`config.mk`:
```
export PLATFORM = sky130hd
export DESIGN_NAME = rhadd_simd_unit
export DESIGN_NICKNAME = d
export VERILOG_FILES = /design/src/rtl/rhadd_pkg.sv /design/src/rtl/rhadd_decode.sv /design/src/rtl/rhadd_lane.sv /design/src/rtl/rhadd_lane_array.sv /design/src/rtl/rhadd_out_stage.sv /design/src/rtl/rhadd_simd_unit.sv
export SDC_FILE = /design/constraint.sdc
export NUM_CORES = 1
export LEC_CHECK = 0
export CAP_MARGIN = 20
export CORE_MARGIN = 3
export CORE_UTILIZATION = 55
export DETAILED_ROUTE_END_ITERATION = 7
export DONT_BUFFER_PORTS = 1
export PLACE_DENSITY = 0.7
export SETUP_SLACK_MARGIN = 0.05
export SYNTH_ARGS = -nofsm -noshare
export SYNTH_HDL_FRONTEND = slang
export SYNTH_HIERARCHICAL = 1
export SYNTH_SLANG_ARGS = --single-unit
```
`constraint.sdc`:
```
create_clock -name clk -period 1.43 [get_ports clk]
set_input_delay 0.429 -clock clk [delete_from_list [all_inputs] [get_ports clk]]
set_output_delay 0.429 -clock clk [all_outputs]
set_load 0.01 [all_outputs]
```
`src/rtl/rhadd_pkg.sv`:
```
package rhadd_pkg;

    typedef enum logic [1:0] {
        LW_8   = 2'b00,
        LW_16  = 2'b01,
        LW_32  = 2'b10,
        LW_BAD = 2'b11
    } lane_w_e;

    typedef enum logic {
        ST_IDLE  = 1'b0,
        ST_VALID = 1'b1
    } stage_e;

    typedef struct packed {
        logic       legal;
        lane_w_e    width;
        logic       is_unsigned;
        logic       wide;
        logic [4:0] rd;
        logic [4:0] rn;
        logic [4:0] rm;
    } dec_t;

    localparam int INSTR_W = 32;
    localparam int REG_W   = 5;

endpackage

```
`src/rtl/rhadd_decode.sv`:
```
module rhadd_decode
    import rhadd_pkg::*;
(
    input  logic [INSTR_W-1:0] instr,
    output dec_t               dec
);
    logic fixed_ok;
    logic odd_in_wide;

    always_comb begin
        fixed_ok = (instr[31:29] == 3'b111) && (instr[27:24] == 4'b1111) &&
                   (instr[23] == 1'b0) && (instr[11:8] == 4'b0001) &&
                   (instr[4] == 1'b0);
        dec.width       = lane_w_e'(instr[21:20]);
        dec.is_unsigned = instr[28];
        dec.wide        = instr[6];
        dec.rd          = {instr[22], instr[15:12]};
        dec.rn          = {instr[7],  instr[19:16]};
        dec.rm          = {instr[5],  instr[3:0]};
        odd_in_wide     = dec.wide && (dec.rd[0] || dec.rn[0] || dec.rm[0]);
        dec.legal       = fixed_ok && (dec.width != LW_BAD) && !odd_in_wide;
    end
endmodule

```
`src/rtl/rhadd_lane.sv`:
```
module rhadd_lane #(
    parameter int W = 8
) (
    input  logic         sgn,
    input  logic [W-1:0] a,
    input  logic [W-1:0] b,
    output logic [W-1:0] y
);
    logic [W:0] ext_a;
    logic [W:0] ext_b;
    logic [W:0] sum;

    always_comb begin
        ext_a = {sgn & a[W-1], a};
        ext_b = {sgn & b[W-1], b};
        sum   = ext_a + ext_b + {{W{1'b0}}, 1'b1};
        y     = sum[W:1];
    end
endmodule

```
`src/rtl/rhadd_lane_array.sv`:
```
module rhadd_lane_array
    import rhadd_pkg::*;
#(
    parameter int VEC_W   = 128,
    parameter int SLICE_W = 32
) (
    input  lane_w_e          width,
    input  logic             sgn,
    input  logic [VEC_W-1:0] a,
    input  logic [VEC_W-1:0] b,
    output logic [VEC_W-1:0] y
);
    localparam int NSLICE = VEC_W / SLICE_W;
    localparam int NBYTE  = SLICE_W / 8;
    localparam int NHALF  = SLICE_W / 16;

    for (genvar s = 0; s < NSLICE; s++) begin : g_slice
        logic [SLICE_W-1:0] sa, sb;
        logic [SLICE_W-1:0] y8, y16, y32;
        assign sa = a[s*SLICE_W +: SLICE_W];
        assign sb = b[s*SLICE_W +: SLICE_W];

        for (genvar k = 0; k < NBYTE; k++) begin : g_b
            rhadd_lane #(.W(8)) u_l8 (
                .sgn(sgn), .a(sa[k*8 +: 8]), .b(sb[k*8 +: 8]), .y(y8[k*8 +: 8]));
        end
        for (genvar h = 0; h < NHALF; h++) begin : g_h
            rhadd_lane #(.W(16)) u_l16 (
                .sgn(sgn), .a(sa[h*16 +: 16]), .b(sb[h*16 +: 16]), .y(y16[h*16 +: 16]));
        end
        rhadd_lane #(.W(SLICE_W)) u_l32 (.sgn(sgn), .a(sa), .b(sb), .y(y32));

        always_comb begin
            unique case (width)
                LW_8:    y[s*SLICE_W +: SLICE_W] = y8;
                LW_16:   y[s*SLICE_W +: SLICE_W] = y16;
                LW_32:   y[s*SLICE_W +: SLICE_W] = y32;
                default: y[s*SLICE_W +: SLICE_W] = '0;
            endcase
        end
    end
endmodule

```
`src/rtl/rhadd_out_stage.sv`:
```
module rhadd_out_stage
    import rhadd_pkg::*;
#(
    parameter int VEC_W = 128
) (
    input  logic             clk,
    input  logic             rst_n,
    input  logic             in_valid,
    input  dec_t             dec,
    input  logic [VEC_W-1:0] lanes,
    output logic             out_valid,
    output logic [VEC_W-1:0] result,
    output logic [REG_W-1:0] dest_reg,
    output logic             undef_flag
);
    localparam int HALF_W = VEC_W / 2;

    stage_e state, state_nxt;

    always_comb begin
        unique case (state)
            ST_IDLE:  state_nxt = in_valid ? ST_VALID : ST_IDLE;
            ST_VALID: state_nxt = in_valid ? ST_VALID : ST_IDLE;
            default:  state_nxt = ST_IDLE;
        endcase
    end

    always_ff @(posedge clk or negedge rst_n) begin
        if (!rst_n) state <= ST_IDLE;
        else        state <= state_nxt;
    end

    always_ff @(posedge clk or negedge rst_n) begin
        if (!rst_n) begin
            result     <= '0;
            dest_reg   <= '0;
            undef_flag <= 1'b0;
        end else if (in_valid) begin
            if (!dec.legal) begin
                result     <= '0;
                dest_reg   <= '0;
                undef_flag <= 1'b1;
            end else begin
                result     <= dec.wide ? lanes : {{HALF_W{1'b0}}, lanes[HALF_W-1:0]};
                dest_reg   <= dec.rd;
                undef_flag <= 1'b0;
            end
        end
    end

    assign out_valid = (state == ST_VALID);
endmodule

```
`src/rtl/rhadd_simd_unit.sv`:
```
module rhadd_simd_unit
    import rhadd_pkg::*;
#(
    parameter int VEC_W = 128
) (
    input  logic               clk,
    input  logic               rst_n,
    input  logic               in_valid,
    input  logic [INSTR_W-1:0] instr,
    input  logic [VEC_W-1:0]   src_a,
    input  logic [VEC_W-1:0]   src_b,
    output logic               out_valid,
    output logic [VEC_W-1:0]   result,
    output logic [REG_W-1:0]   dest_reg,
    output logic               undef_flag
);
    dec_t             dec;
    logic [VEC_W-1:0] lanes;

    rhadd_decode u_dec (.instr(instr), .dec(dec));

    rhadd_lane_array #(.VEC_W(VEC_W)) u_lanes (
        .width(dec.width), .sgn(!dec.is_unsigned),
        .a(src_a), .b(src_b), .y(lanes));

    rhadd_out_stage #(.VEC_W(VEC_W)) u_out (
        .clk(clk), .rst_n(rst_n), .in_valid(in_valid), .dec(dec), .lanes(lanes),
        .out_valid(out_valid), .result(result), .dest_reg(dest_reg),
        .undef_flag(undef_flag));
endmodule

```
==> summary.txt, run 1 <==
Run status
  – Status: finished with violations
  – Failing checks: negative hold slack, negative setup slack

Global route
  – Number of global-route vias before repair: ~32000
  – First-pass GRT wire length: ~170000 um
  – Overall routing resource usage: a little under two fifths
  – Overflow after GRT: 0
  – Antenna violations before repair: 1
  – Largest net degree at the start of global routing: 269

Setup path
  – CP Depth: 14
  – CP required: between 1.5 and 2 ns
  – Worst R2R Path Depth: 2
  – Crit-path most repeated cell: o21ai_1
  – Critical path class: input pin to flip-flop
  – Terminus of the critical flop-to-flop path: u_out/result[25]$_DFFE_PN0P_
  – CP Capture Point: u_out/result[121]$_DFFE_PN0P_
  – Critical path fanouts, max: 6
  – CP delay by family, top: compound AO/OA/AOI/OAI gates
  – CP peak stage delay: 0.39 ns
  – Crit path capture type: flip-flop
  – R2r setup slk: between 0.6 and 0.7 ns
  – Crit path max-delay cell type: fa_2
  – Reg-to-reg startpoint: u_out/result[25]$_DFFE_PN0P_
  – WP data arrival: around 3.0 ns
  – Worst path bufs/invs: 0
  – CP cell instances: or2_4, fa_2, a211oi_2, o21ai_2, o211ai_1, a21oi_2, o21ai_1, nor3b_4, o21ai_1, xor2_1, mux2i_1, o2bb2ai_1, nand2_1, o22ai_2
  – Startpoint Class: input pin
  – CP startpoint: src_b[96]

Layout
  – Multi-input logic area: 25700 um2
  – Largest register FFs: around 130
  – Register area: about 3400 um2
  – Fillers: ~3500
  – Share of cells above drive strength 1: between 30% and 40%
  – Layout area overhead: 39.2%
  – Layout Utilization: 78.0%
  – Layout Cells excl Fill: around 5000
  – Fin nets: 5024

Routing
  – Via count: roughly 32000
  – DRT Wirelength: 111000 um
  – # DRC: 0
  – DRT met1 WL: 42900 um
  – DRT iter0 DRCs: roughly 2700
  – WL met3: 10700 um
  – Wire length on met2: just over 50000 um
  – Detailed Routing Iterations Pass 1: 6
  – Routed Antenna Nets: 0
  – Top routing layer in use: met4
  – Routed length per instance: between 20 and 25 um
  – Vias per cell: 6.35

Clock network
  – Clock transition at path regs: about 0.080 ns
  – Max Root-Sink Buffers: 2
  – Root buf cell: clkbuf_16
  – Hold-fix buffers, CTS: 1
  – Clock sink total: 135
  – Clock latency on the worst-skew pair: ~0.5 ns
  – Total CTS buffers: 17
  – H-tree depth: 4
  – CTS tree: done

STA
  – Worst rel slew slack: 55.6%
  – Max-slew violation count: 0
  – Tcrit/Tclk final: 182%
  – Setup WS post-layout: -1.18 ns
  – Peak Freq: 384 MHz
  – Hold Violations, Final: approximately 140
  – RSZ-0062 raised after global routing: true
  – Clock skew: 0 ns
  – Hold_ws: -0.381 ns
  – Worst-Margin Slew: about 0.67 ns
  – Final setup vio count: 120
  – Post-layout min period: 2.61 ns

Synthesis
  – Syn_area_per_cell: approximately 8 um2
  – Syn. warnings: 6
  – Mapped Cells: 3545
  – Cell area after synthesis: 28300 um2
  – Synth Net Count: around 4200

Placed design
  – Pre-CTS WS: -1.61 ns
  – GP Congestion: 1.02
  – PortBufs: 0
  – Placed insts: between 4000 and 5000
  – Post-DP HPWL: about 82000 um

Power and ir drop
  – Sequential power share: 14.9%
  – P_int: approximately 0.015 W
  – Combinational share of power: between 60% and 70%
  – Switch share: between 40% and 50%
  – Clock share of power: 20.8%
  – P per Cell Area: ~650 nW/um2
  – P_leak: between 15 and 20 nW
  – VDD IR max: roughly 0.9 mV
  – Sw Pwr: just over 0.01 W

Flow run
  – Max_cap viols: 0

Floorplan
  – Core area: about 50000 um2
  – FP Rows: approximately 80
  – Die width: 233 um
  – Die ar.: 54200 um2
  – Chip Height: approximately 230 um
  – Initial Util: between 50% and 60%
  – Top Ports: 426

Hold path
  – Hold/Removal Path Class: input pin to asynchronous set/reset pin
through the flow:
stage | hold slack (ns) | instance area (um2) | total power, W | setup TNS (ns)
after floorplan | 0.133 | 29800 | 0.0135 | -107.61
after global placement | 0.138 | 36000 | 0.0178 | -145.70
after detailed placement | 0.138 | 36000 | 0.0182 | -150.41
after CTS | -0.406 | 38300 | 0.0246 | -74.56
after global routing | -0.398 | 39400 | 0.0270 | -93.20
final | -0.381 | 39400 | 0.0257 | -86.57
layout make-up:
type                       instances  area share (%)
antenna                            1         0.00635
clock buffer                      19            1.12
clock inverter                    13           0.553
inverter                         226            2.15
multi-input combinational       2996            65.3
sequential                       135            8.71
tap                              672            2.13
timing repair buffer             973            20.0
power groups by stage:
stage | combinational [W] | clock, W | sequential, W
after floorplan | 0.00957 | 0 | 0.00389
after global placement | 0.0139 | 0 | 0.00389
after detailed placement | 0.0143 | 0 | 0.00389
after CTS | 0.0154 | 0.00540 | 0.00382
after global routing | 0.0176 | 0.00552 | 0.00382
final | 0.0165 | 0.00534 | 0.00382
metal layers:
layer	track usage [%]	up-vias
met4	18.5	0
met5	0	-
met2	63.5	1519
met3	10.5	394
met1	44.5	15300
li1	-	14800
layout by cell type (no fill, tap or decap), types with 21 or more instances in the layout:
cell and count:
o21ai_1 81, o2bb2ai_2 22, inv_1 212, a311oi_1 22, o2bb2ai_1 106, o21a_1 22, clkbuf_16 21, a21oi_1 220
mux2i_1 145, xnor2_2 30, o22ai_2 59, o21ai_2 29, o311ai_0 21, ha_1 269, nand4_1 36, o211ai_1 26
o2111ai_1 34, dfrtp_1 93, nor3_1 38, and3_1 38, buf_4 882, a21oi_2 77, nor2_1 187, ha_4 84
o21ai_0 75, buf_6 64, a21o_1 109, a31oi_1 25, xnor2_1 96, nand3_1 136, xor2_1 157, dfrtp_2 42
nand2_1 331
worst reg2reg max path: cells and delay by family, from the launching register on:
| family | cells | cell delay, ns |
|---|---|---|
| buf+inv | 1 | 0.09 |
| compound gates | 1 | 0.06 |
| flops | 1 | 0.48 |
worst min-delay path by stage:
stage,end
after floorplan,u_out/dest_reg[0]$_DFFE_PN0P_
after global placement,u_out/result[66]$_DFFE_PN0P_
after detailed placement,u_out/result[66]$_DFFE_PN0P_
after CTS,u_out/result[73]$_DFFE_PN0P_
after global routing,u_out/result[126]$_DFFE_PN0P_
final,u_out/result[73]$_DFFE_PN0P_
repair_timing:
item | 4_1_cts | 5_1_grt
gates resized for setup | 270 | 150
setup endpoints to repair | 191 | 184
cloned | 1 | 5
hold endpoints to repair | 136 | 136
pin swaps | 245 | 219
buffers inserted | 52 | 46
No activity file was read; power rests on OpenSTA's default activity.
==> inputs of run 2 (changes only) <==
--- a/config.mk
+++ b/config.mk
@@ -8,9 +8,12 @@
 export CAP_MARGIN = 20
 export CORE_MARGIN = 3
 export CORE_UTILIZATION = 55
+export CTS_CLUSTER_SIZE = 25
 export DETAILED_ROUTE_END_ITERATION = 7
 export DONT_BUFFER_PORTS = 1
 export PLACE_DENSITY = 0.7
+export RECOVER_POWER = 25
+export REMOVE_ABC_BUFFERS = 1
 export SETUP_SLACK_MARGIN = 0.05
 export SYNTH_ARGS = -nofsm -noshare
 export SYNTH_HDL_FRONTEND = slang
==> run 2 against run 1 <==
  * The flow finishes with violations (design-rule violations, negative hold slack, negative setup slack)
  * Power about the same
  * Global-route usage increased by 1.9 points
  * Flip-flop and latch count unchanged
  * Via count increased by 2.6%
  * Clock power decreased by 3%
  * Routed wire length increased by 6.1%
  * First-iteration DRC count increased by 12%
  * Maximum frequency decreased by 2.2%
  * Die area unchanged
  * Critical endpoint is now u_out/result[63]$_DFFE_PN0P_
  * Highest routed layer is now met5
==> summary.txt, run 2 (synthesis gave the netlist of run 1 again) <==
Run status
  – Status: finished with violations
  – Failing checks: design-rule violations, negative hold slack, negative setup slack

Floorplan
  – FP Rows: between 80 and 90
  – Initial Util: 56.0%
  – Top Ports: about 430
  – Core area: between 50000 and 60000 um2
  – Chip Height: 233 um
  – Die ar.: approximately 54000 um2
  – Die width: about 230 um

Layout
  – Commonest non-fill, non-tap cell in the layout: buf_4
  – Design Area, Final: ~40000 um2
  – Share of cells above drive strength 1: a little under two fifths
  – Largest register FFs: between 100 and 150
  – Layout area overhead: 39.7%
  – Fin nets: 5036
  – Register area: 3420 um2
  – Layout Utilization: between 70% and 80%
  – Antenna diodes: 0
  – Fillers: between 3000 and 4000
  – Layout Cells excl Fill: ~5000
  – Most frequent cells in the layout: 878 x buf_4, 328 x nand2_1, 279 x ha_1
  – Multi-input logic area: 25700 um2

Power and ir drop
  – VDD IR max: 1.09 mV
  – P per Cell Area: 650 nW/um2
  – P_leak: 17.6 nW

Setup path
  – Startpoint Class: input pin
  – CP startpoint: src_a[32]
  – Reg-to-reg startpoint: u_out/result[18]$_DFFE_PN0P_
  – CP Capture Point: u_out/result[63]$_DFFE_PN0P_
  – Terminus of the critical flop-to-flop path: u_out/result[18]$_DFFE_PN0P_
  – R2r setup slk: 0.60 ns
  – CP required: ~1.8 ns
  – Worst R2R Path Depth: 2
  – Critical path class: input pin to flip-flop
  – Crit path capture type: flip-flop
  – WP data arrival: roughly 3 ns
  – Critical path fanouts, max: 6

STA
  – Max-slew violation count: 0
  – RSZ-0062 raised after global routing: true
  – Hold_ws: -0.385 ns
  – Hold Violations, Final: 135
  – Post-layout min period: 2.67 ns
  – Setup WS post-layout: -1.24 ns
  – Worst rel slew slack: 59.1%
  – Tcrit/Tclk final: 186%
  – Final setup vio count: 135
  – Clock skew: 0 ns
  – Worst-Margin Slew: 0.614 ns
  – Peak Freq: about 380 MHz

Placed design
  – Pre-CTS WS: -2.25 ns
  – PortBufs: 0
  – Post-DP HPWL: 81700 um
  – Placed insts: between 4000 and 5000
  – GP Congestion: between 0.9 and 1
  – Placed cell area: about 35000 um2

Hold path
  – Hold/Removal Path Class: input pin to asynchronous set/reset pin

Clock network
  – Total CTS buffers: 17
  – H-tree depth: 4
  – CTS tree: done
  – Root buf cell: clkbuf_16
  – Clock sink total: roughly 140
  – Clock latency on the worst-skew pair: approximately 0.50 ns
  – Clock transition at path regs: approximately 0.070 ns
  – Max Root-Sink Buffers: 2

Routing
  – Via count: 32800
  – Routed Antenna Nets: 0
  – Routed length per instance: about 23 um
  – Detailed Routing Iterations Pass 1: 8
  – # DRC: 2
  – DRT iter0 DRCs: a little under 3000
  – DRT Wirelength: between 100000 and 150000 um
  – Vias per cell: between 6 and 7

Flow run
  – Max_cap viols: 0

Global route
  – Overall routing resource usage: about two fifths
  – First-pass GRT wire length: ~170000 um
  – Overflow after GRT: 0
  – Largest net degree at the start of global routing: approximately 270
  – Number of global-route vias before repair: 32400
  – Antenna violations before repair: 1
==> run 2: cell types whose count changed in the layout (fill, tap and decap cells not counted), moves of 5 or more <==
cell,previous run,this run
buf_6,64,75
dfrtp_1,93,103
dfrtp_2,42,32
clkbuf_8,1,6
o2bb2ai_2,22,17
ha_1,269,279
ha_4,84,73
xor2_1,157,152
o2bb2ai_1,106,111
==> run 2: layer usage <==
layer / vias up / global-route usage [%] / part of all wire (%)
met3: 523 / 11.3 / 9.8
met1: 15700 / 45.4 / 38
met2: 1748 / 66.8 / 46
met4: 2 / 21.8 / 6.2
met5: - / 0 / 0.0076
li1: 14800 / - / -
==> run 2: repair_timing <==
item	4_1_cts	5_1_grt
cloned	5	8
endpoints found under the hold margin	135	135
setup endpoints to repair	237	217
resized for setup	446	242
pin swaps	404	281
buffers inserted	76	45
==> run 2: worst max-delay path, cell delays in order <==
cell and delay, ns:
or2_4 0.23, fa_2 0.37, a211oi_4 0.34, o21ai_2 0.13, o2111a_2 0.30, o21ai_1 0.14
buf_4 0.18, a21oi_4 0.08, o21bai_4 0.17, a311oi_2 0.12, xnor2_1 0.15, mux2i_1 0.13
o2bb2ai_1 0.07, nand3_1 0.08, o21ai_1 0.08
==> run 2: how the worst min path moves through the flow <==
stage,endpoint,slack [ns],depth (start not counted),startpoint
2_1_floorplan,u_out/dest_reg[0]$_DFFE_PN0P_,0.13,0,rst_n
3_3_place_gp,u_out/result[33]$_DFFE_PN0P_,0.14,0,rst_n
3_5_place_dp,u_out/result[32]$_DFFE_PN0P_,0.14,0,rst_n
4_1_cts,u_out/result[15]$_DFFE_PN0P_,-0.42,0,rst_n
5_1_grt,u_out/result[1]$_DFFE_PN0P_,-0.41,0,rst_n
6_report,u_out/result[1]$_DFFE_PN0P_,-0.39,0,rst_n
==> run 2: power by group <==
group          switching [W]  internal (W)
Clock                0.00216       0.00300
Combinational        0.00826       0.00843
Sequential        0.00000152       0.00382
Total                 0.0104        0.0153
==> run 2: cell type report <==
cell class,count,share of cell area [%]
multi-input combinational,2997,64.9
timing repair buffer,984,20.5
sequential,135,8.65
inverter,226,2.15
tap,672,2.13
clock buffer,24,1.29
clock inverter,7,0.291
==> run 2: metrics by stage <==
step	TNS (ns)	power (W)	hold WS, ns
after floorplan	-499.89	0.0124	0.133
after global placement	-171.95	0.0173	0.137
after detailed placement	-178.10	0.0177	0.137
after CTS	-75.19	0.0243	-0.419
after global routing	-99.64	0.0270	-0.409
final	-93.83	0.0257	-0.385
